File: src/rtl/vx_pkg.sv
package vx_pkg;
    // Coefficient format: signed, FRAC fractional bits (unity = 2048)
    localparam int CW        = 13;
    localparam int FRAC      = 11;
    // Schedule: three outputs, two product terms each
    localparam int NOUT      = 3;
    localparam int NSTEP     = 2 * NOUT;
    localparam int STEP_W    = $clog2(NSTEP);
    // Angle quantisation: quarter-wave table index bits plus quadrant
    localparam int TIDX_W    = 4;
    localparam int ANG_IDX_W = TIDX_W + 2;

    typedef enum logic [1:0] {
        XF_CLARKE_FWD = 2'd0,
        XF_CLARKE_REV = 2'd1,
        XF_PARK_FWD   = 2'd2,
        XF_PARK_REV   = 2'd3
    } xf_mode_e;

    typedef logic signed [CW-1:0] coef_t;

    localparam coef_t K_UNIT     = 13'sd2048;  // 1.0
    localparam coef_t K_INV_RT3  = 13'sd1182;  // 1/sqrt(3)
    localparam coef_t K_2INV_RT3 = 13'sd2364;  // 2/sqrt(3)
    localparam coef_t K_HALF     = 13'sd1024;  // 0.5
    localparam coef_t K_RT3_HALF = 13'sd1774;  // sqrt(3)/2
endpackage

File: src/rtl/vx_sincos.sv
module vx_sincos
    import vx_pkg::*;
(
    input  logic [ANG_IDX_W-1:0] idx_i,
    output coef_t                sin_o,
    output coef_t                cos_o
);
    // Quarter-wave magnitudes: round(2047 * sin(k*pi/32)), k = 0..16
    function automatic coef_t quarter(input logic [TIDX_W:0] k);
        case (k)
            5'd0:    quarter = 13'sd0;
            5'd1:    quarter = 13'sd201;
            5'd2:    quarter = 13'sd399;
            5'd3:    quarter = 13'sd594;
            5'd4:    quarter = 13'sd783;
            5'd5:    quarter = 13'sd965;
            5'd6:    quarter = 13'sd1137;
            5'd7:    quarter = 13'sd1299;
            5'd8:    quarter = 13'sd1447;
            5'd9:    quarter = 13'sd1582;
            5'd10:   quarter = 13'sd1702;
            5'd11:   quarter = 13'sd1805;
            5'd12:   quarter = 13'sd1891;
            5'd13:   quarter = 13'sd1959;
            5'd14:   quarter = 13'sd2008;
            5'd15:   quarter = 13'sd2037;
            5'd16:   quarter = 13'sd2047;
            default: quarter = 13'sd0;
        endcase
    endfunction

    coef_t wave [2];

    // Phase 0 gives sine; phase 1 is advanced a quarter turn for cosine
    for (genvar g = 0; g < 2; g++) begin : g_phase
        localparam logic [ANG_IDX_W-1:0] OFS = ANG_IDX_W'(g * (1 << TIDX_W));
        logic [ANG_IDX_W-1:0] ph;
        logic [1:0]           quad;
        logic [TIDX_W-1:0]    frac;
        logic [TIDX_W:0]      kk;
        coef_t                mag;

        assign ph   = idx_i + OFS;
        assign quad = ph[ANG_IDX_W-1 -: 2];
        assign frac = ph[TIDX_W-1:0];
        assign kk   = quad[0] ? ((TIDX_W+1)'(1 << TIDX_W) - {1'b0, frac})
                              : {1'b0, frac};
        assign mag  = quarter(kk);
        assign wave[g] = quad[1] ? -mag : mag;
    end

    assign sin_o = wave[0];
    assign cos_o = wave[1];
endmodule

File: src/rtl/vx_coef.sv
module vx_coef
    import vx_pkg::*;
(
    input  xf_mode_e          mode_i,
    input  logic [STEP_W-1:0] step_i,
    input  coef_t             sin_i,
    input  coef_t             cos_i,
    output coef_t             coef_o
);
    // Even steps weight operand 0, odd steps weight operand 1;
    // step pair j produces result j.
    always_comb begin
        coef_o = '0;
        case (mode_i)
            XF_CLARKE_FWD: begin
                case (step_i)
                    3'd0:    coef_o = K_UNIT;
                    3'd2:    coef_o = K_INV_RT3;
                    3'd3:    coef_o = K_2INV_RT3;
                    default: coef_o = '0;
                endcase
            end
            XF_CLARKE_REV: begin
                case (step_i)
                    3'd0:    coef_o = K_UNIT;
                    3'd2:    coef_o = -K_HALF;
                    3'd3:    coef_o = K_RT3_HALF;
                    3'd4:    coef_o = -K_HALF;
                    3'd5:    coef_o = -K_RT3_HALF;
                    default: coef_o = '0;
                endcase
            end
            XF_PARK_FWD: begin
                case (step_i)
                    3'd0:    coef_o = cos_i;
                    3'd1:    coef_o = sin_i;
                    3'd2:    coef_o = -sin_i;
                    3'd3:    coef_o = cos_i;
                    default: coef_o = '0;
                endcase
            end
            XF_PARK_REV: begin
                case (step_i)
                    3'd0:    coef_o = cos_i;
                    3'd1:    coef_o = -sin_i;
                    3'd2:    coef_o = sin_i;
                    3'd3:    coef_o = cos_i;
                    default: coef_o = '0;
                endcase
            end
            default: coef_o = '0;
        endcase
    end
endmodule

File: src/rtl/vx_mac.sv
module vx_mac #(
    parameter int DW   = 12,
    parameter int CW   = 13,
    parameter int FRAC = 11
) (
    input  logic signed [DW+CW:0]   acc_i,
    input  logic signed [DW-1:0]    x_i,
    input  logic signed [CW-1:0]    k_i,
    input  logic                    first_i,
    output logic signed [DW+CW:0]   sum_o,
    output logic signed [DW-1:0]    res_o
);
    localparam int PW = DW + CW;
    localparam int SW = PW + 1;
    localparam logic signed [SW:0] SMAX = (SW+1)'((1 << (DW-1)) - 1);
    localparam logic signed [SW:0] SMIN = -SMAX - 1;
    localparam logic [SW:0]        HALF = (SW+1)'(1 << (FRAC-1));

    logic signed [PW-1:0] prod;
    logic signed [SW:0]   rnd;
    logic signed [SW:0]   shf;

    always_comb begin
        prod  = x_i * k_i;
        sum_o = (first_i ? '0 : acc_i) + {prod[PW-1], prod};
        rnd   = {sum_o[SW-1], sum_o} + HALF;
        shf   = rnd >>> FRAC;
        if (shf > SMAX)      res_o = SMAX[DW-1:0];
        else if (shf < SMIN) res_o = SMIN[DW-1:0];
        else                 res_o = shf[DW-1:0];
    end
endmodule

File: src/rtl/vx_xform.sv
module vx_xform
    import vx_pkg::*;
#(
    parameter int DW = 12,
    parameter int AW = 12
) (
    input  logic                 clk_i,
    input  logic                 rst_ni,
    input  logic                 start_i,
    input  logic [1:0]           mode_i,
    input  logic signed [DW-1:0] op0_i,
    input  logic signed [DW-1:0] op1_i,
    input  logic [AW-1:0]        angle_i,
    output logic                 busy_o,
    output logic                 done_o,
    output logic signed [DW-1:0] res0_o,
    output logic signed [DW-1:0] res1_o,
    output logic signed [DW-1:0] res2_o
);
    localparam int SW   = DW + CW + 1;
    localparam int LAST = NSTEP - 1;

    typedef struct packed {
        logic                  busy;
        logic                  done;
        logic [STEP_W-1:0]     step;
        xf_mode_e              mode;
        logic [ANG_IDX_W-1:0]  aidx;
        logic signed [DW-1:0]  in0;
        logic signed [DW-1:0]  in1;
        logic signed [SW-1:0]  acc;
        logic signed [DW-1:0]  stg0;
        logic signed [DW-1:0]  stg1;
        logic signed [DW-1:0]  r0;
        logic signed [DW-1:0]  r1;
        logic signed [DW-1:0]  r2;
    } st_t;

    st_t st_q, st_d;

    coef_t                sin_w, cos_w, coef_w;
    logic signed [SW-1:0] sum_w;
    logic signed [DW-1:0] rs_w;
    logic signed [DW-1:0] opnd_w;
    logic [1:0]           outsel_w;
    logic                 unused_angle_lsb;

    assign unused_angle_lsb = ^angle_i[AW-ANG_IDX_W-1:0];
    assign opnd_w   = st_q.step[0] ? st_q.in1 : st_q.in0;
    assign outsel_w = st_q.step[STEP_W-1:1];

    vx_sincos u_sincos (
        .idx_i (st_q.aidx),
        .sin_o (sin_w),
        .cos_o (cos_w)
    );

    vx_coef u_coef (
        .mode_i (st_q.mode),
        .step_i (st_q.step),
        .sin_i  (sin_w),
        .cos_i  (cos_w),
        .coef_o (coef_w)
    );

    vx_mac #(.DW(DW), .CW(CW), .FRAC(FRAC)) u_mac (
        .acc_i   (st_q.acc),
        .x_i     (opnd_w),
        .k_i     (coef_w),
        .first_i (~st_q.step[0]),
        .sum_o   (sum_w),
        .res_o   (rs_w)
    );

    always_comb begin
        st_d      = st_q;
        st_d.done = 1'b0;
        if (!st_q.busy) begin
            if (start_i) begin
                st_d.busy = 1'b1;
                st_d.step = '0;
                st_d.mode = xf_mode_e'(mode_i);
                st_d.aidx = angle_i[AW-1 -: ANG_IDX_W];
                st_d.in0  = op0_i;
                st_d.in1  = op1_i;
            end
        end else begin
            st_d.acc = sum_w;
            if (st_q.step[0]) begin
                case (outsel_w)
                    2'd0:    st_d.stg0 = rs_w;
                    2'd1:    st_d.stg1 = rs_w;
                    default: ;
                endcase
            end
            if (st_q.step == STEP_W'(LAST)) begin
                st_d.busy = 1'b0;
                st_d.done = 1'b1;
                st_d.r0   = st_q.stg0;
                st_d.r1   = st_q.stg1;
                st_d.r2   = rs_w;
            end else begin
                st_d.step = st_q.step + 1'b1;
            end
        end
    end

    always_ff @(posedge clk_i or negedge rst_ni) begin
        if (!rst_ni) st_q <= '0;
        else         st_q <= st_d;
    end

    assign busy_o = st_q.busy;
    assign done_o = st_q.done;
    assign res0_o = st_q.r0;
    assign res1_o = st_q.r1;
    assign res2_o = st_q.r2;
endmodule

File: config.mk
export PLATFORM = sky130hd
export DESIGN_NAME = vx_xform
export DESIGN_NICKNAME = d
export VERILOG_FILES = /design/src/rtl/vx_pkg.sv /design/src/rtl/vx_sincos.sv /design/src/rtl/vx_coef.sv /design/src/rtl/vx_mac.sv /design/src/rtl/vx_xform.sv
export SDC_FILE = /design/constraint.sdc
export NUM_CORES = 1
export LEC_CHECK = 0
export BUFFER_PORTS_ARGS = -buffer_cell sky130_fd_sc_hd__buf_2
export CORE_MARGIN = 5
export CORE_UTILIZATION = 30
export DETAILED_ROUTE_END_ITERATION = 10
export GPL_TIMING_DRIVEN = 0
export SLEW_MARGIN = 20
export SYNTH_ARGS = -nofsm -noshare
export SYNTH_HDL_FRONTEND = slang
export SYNTH_SLANG_ARGS = --single-unit
File: constraint.sdc
create_clock -name clk_i -period 13.4 [get_ports clk_i]
set_input_delay 2.68 -clock clk_i [delete_from_list [all_inputs] [get_ports clk_i]]
set_output_delay 2.68 -clock clk_i [all_outputs]
set_load 0.1 [all_outputs]
==> out/qor.csv <==
metric,value,unit
status,completed,
critPathArrivalTime,13.12,ns
period_needed,12.76,ns
drc,0,
period_share,95.2,%
start_util,30.3,%
synthCells,1812,
final-hold-violation-count,0,
grt_pass1_wl,74800,µm
synthMuxAreaShare,6.55,%
synth_top_family_by_area,adder cells,
vias,13700,
root_buffer,clkbuf_16,
netlist_area,15900,µm²
fin_area,18100,µm²
die_area,57600,µm²
placed_cell_area,17100,µm²
async_flop_share,100,%
final_cells,2614,
num_rows,84,
coreArea,52400,µm²
utilization,34.5,%
nFillCells,5396,
clock_latency,0.45,ns
max_freq,78.4,MHz
ys_top_cells_by_area,"dfrtp_1 19%, fa_1 19%, ha_1 7.5%",
clk_pin_slew_worst_paths,0.07,ns
cts_buffers,17,
synth.ff_latch_count,123,
gp_congestion,0.900,
worst_slew_pin_slew,1.24,ns
setup_viol,0,
max_stage_delay,0.56,ns
setup_slack,0.644,ns
synth_ff_type,dfrtp_1,
wl_met2,21700,µm
critPathRequiredTime,13.76,ns
slowest_stage,o31ai_2,
vias_per_cell,5.22,
syn_area_per_cell,8.76,µm²
clockBufferDepth,2,
ant_nets,0,
grt_use_total,16.2,%
grt_antenna_before_repair,0,
cts_hold_buf,0,
die_h,240,µm
layout_commonest_cell,inv_1,
drt-initial-drc-count,926,
clock_sinks,123,
area_growth,14.1,%
yosys.area.top_type_share,19.4,%
layout_common_cells,"209 x inv_1, 147 x fa_1, 140 x nand2_1",
crit_type,reg2reg,
num_io_pins,79,
maxSlewViolCount,0,
wl_per_cell,17.7,µm
cap_violations,0,
dr.pass1.iters,5,
synth_fa_ha_area_share,26.2,%
hold_path.class,reg2reg,
syn_nets,2095,
worstPathMaxFanout,18,
synthXorXnorAreaFrac,4.72,%
numPortBuffers,72,
dp.cells,2573,
grt_max_degree,73,
synth-compound-area-share,16.7,%
yosysWarningCount,0,
routedLengthMet1,20700,µm
drive_above_1_share,17.3,%
num_antenna_cells,0,
cts_tree,built,
post-dp-hpwl,37300,µm
relSlewSlack,17.1,%
crit_path_end_kind,flip-flop,
synth_area_leader_cell,dfrtp_1,
cp-start-kind,flip-flop,
first_global_vias,14000,
met3_length,2400,µm
routed_wl,46300,µm
highest_layer,met4,
pre_cts_ws,-1.23,ns
synth-edff-count,0,
ff_latch_area,3080,µm²
die_width,240,µm
finClkSkew,0.0171,ns
synthDistinctLibCells,107,
nNetsFinal,2196,
ys_seq_area_share,19.4,%
synthSimpleGateAreaFrac,17.2,%
multi_input_area,11600,µm²
htreeDepth,4,
overflow,0,
## final cells by class
class                      count  area share, %
multi-input combinational   1357           64.2
sequential                   123           17.0
tap                          688           4.76
inverter                     214           4.48
buffer                       115           3.63
timing repair buffer          85           2.79
clock buffer                  17           2.35
clock inverter                15          0.823
## synthesized netlist by cell type, types with 7 or more instances
master / n
ha_1: 95
o21ai_0: 104
xnor2_1: 55
a21oi_1: 87
xor2_1: 26
buf_2: 14
inv_1: 212
nor3_1: 32
nor2_1: 127
buf_4: 39
mux2i_1: 15
or3_1: 20
or2_1: 10
mux2_2: 77
o21ai_1: 13
o21a_1: 15
a211o_1: 7
and2_1: 39
nand2_1: 140
dfrtp_1: 123
o31ai_1: 11
fa_1: 147
clkbuf_1: 54
a211oi_1: 13
nand2b_1: 33
a21o_1: 18
nand4_1: 12
nand3_1: 36
a31o_2: 7
a31oi_1: 16
o21bai_1: 7
or2_2: 9
o22ai_1: 10
o211ai_1: 18
nor2b_1: 29
## metrics by stage
step,setup TNS (ns),hold slack (ns)
after floorplan,0,0.442
after global placement,-34.18,0.460
after detailed placement,-39.78,0.465
after CTS,-0.354,0.486
after global routing,-0.0289,0.506
final,0,0.481
## per-layer routing
metal	up-vias	track usage, %
met5	-	0
met4	0	6.00
met3	97	2.51
met2	394	26.7
met1	6832	21.6
li1	6330	-
## repair_timing
item / 4_1_cts / 5_1_grt
pin swaps: 3 / 10
buffers inserted: 7 / 4
gates cloned: 0 / 1
resized for setup: 10 / 58
setup endpoints to repair: 37 / 37
## critical path: cells and delay by family, from the launching register on
kind | cells | cell delay, ns
AO/OA/AOI/OAI | 15 | 3.41
XOR/XNOR | 3 | 0.70
adder cells (fa/ha/maj) | 10 | 3.70
buffers and inverters | 9 | 1.06
flip-flops | 1 | 0.44
multiplexers | 2 | 0.78
AND/OR/NAND/NOR | 10 | 2.52
## flip-flops by register name, indices dropped and copies added (netlist names)
| name | count |
|---|---|
| res0_o | 12 |
| res2_o | 12 |
| st_q | 83 |
| outsel_w | 2 |
| done_o | 1 |
| res1_o | 12 |
| busy_o | 1 |
## logic make-up after synthesis
kind of cell / Yosys count
simple gates: 537
mux: 94
compound gates: 398
buf+inv: 332
fa+ha+maj: 245
xor+xnor: 83
flops: 123
## path summary, 6_finish.rpt
kind / startpoint / end / slack (ns) / cells after the start
worst max-delay path: st_q[110] / st_q[55] / 0.64 / 49
worst min-delay path: st_q[39] / st_q[39] / 0.48 / 2
worst max register to register: st_q[110] / st_q[55] / 0.64 / 49
worst min register to register: st_q[39] / st_q[39] / 0.48 / 2
max in group asynchronous: rst_ni / st_q[76] / 10.52 / 2
min in group asynchronous: rst_ni / st_q[111] / 2.13 / 1
Power is left out: the tool's default activity adds up to more than one toggle a clock period on the data nets, which glitch-free logic cannot reach.
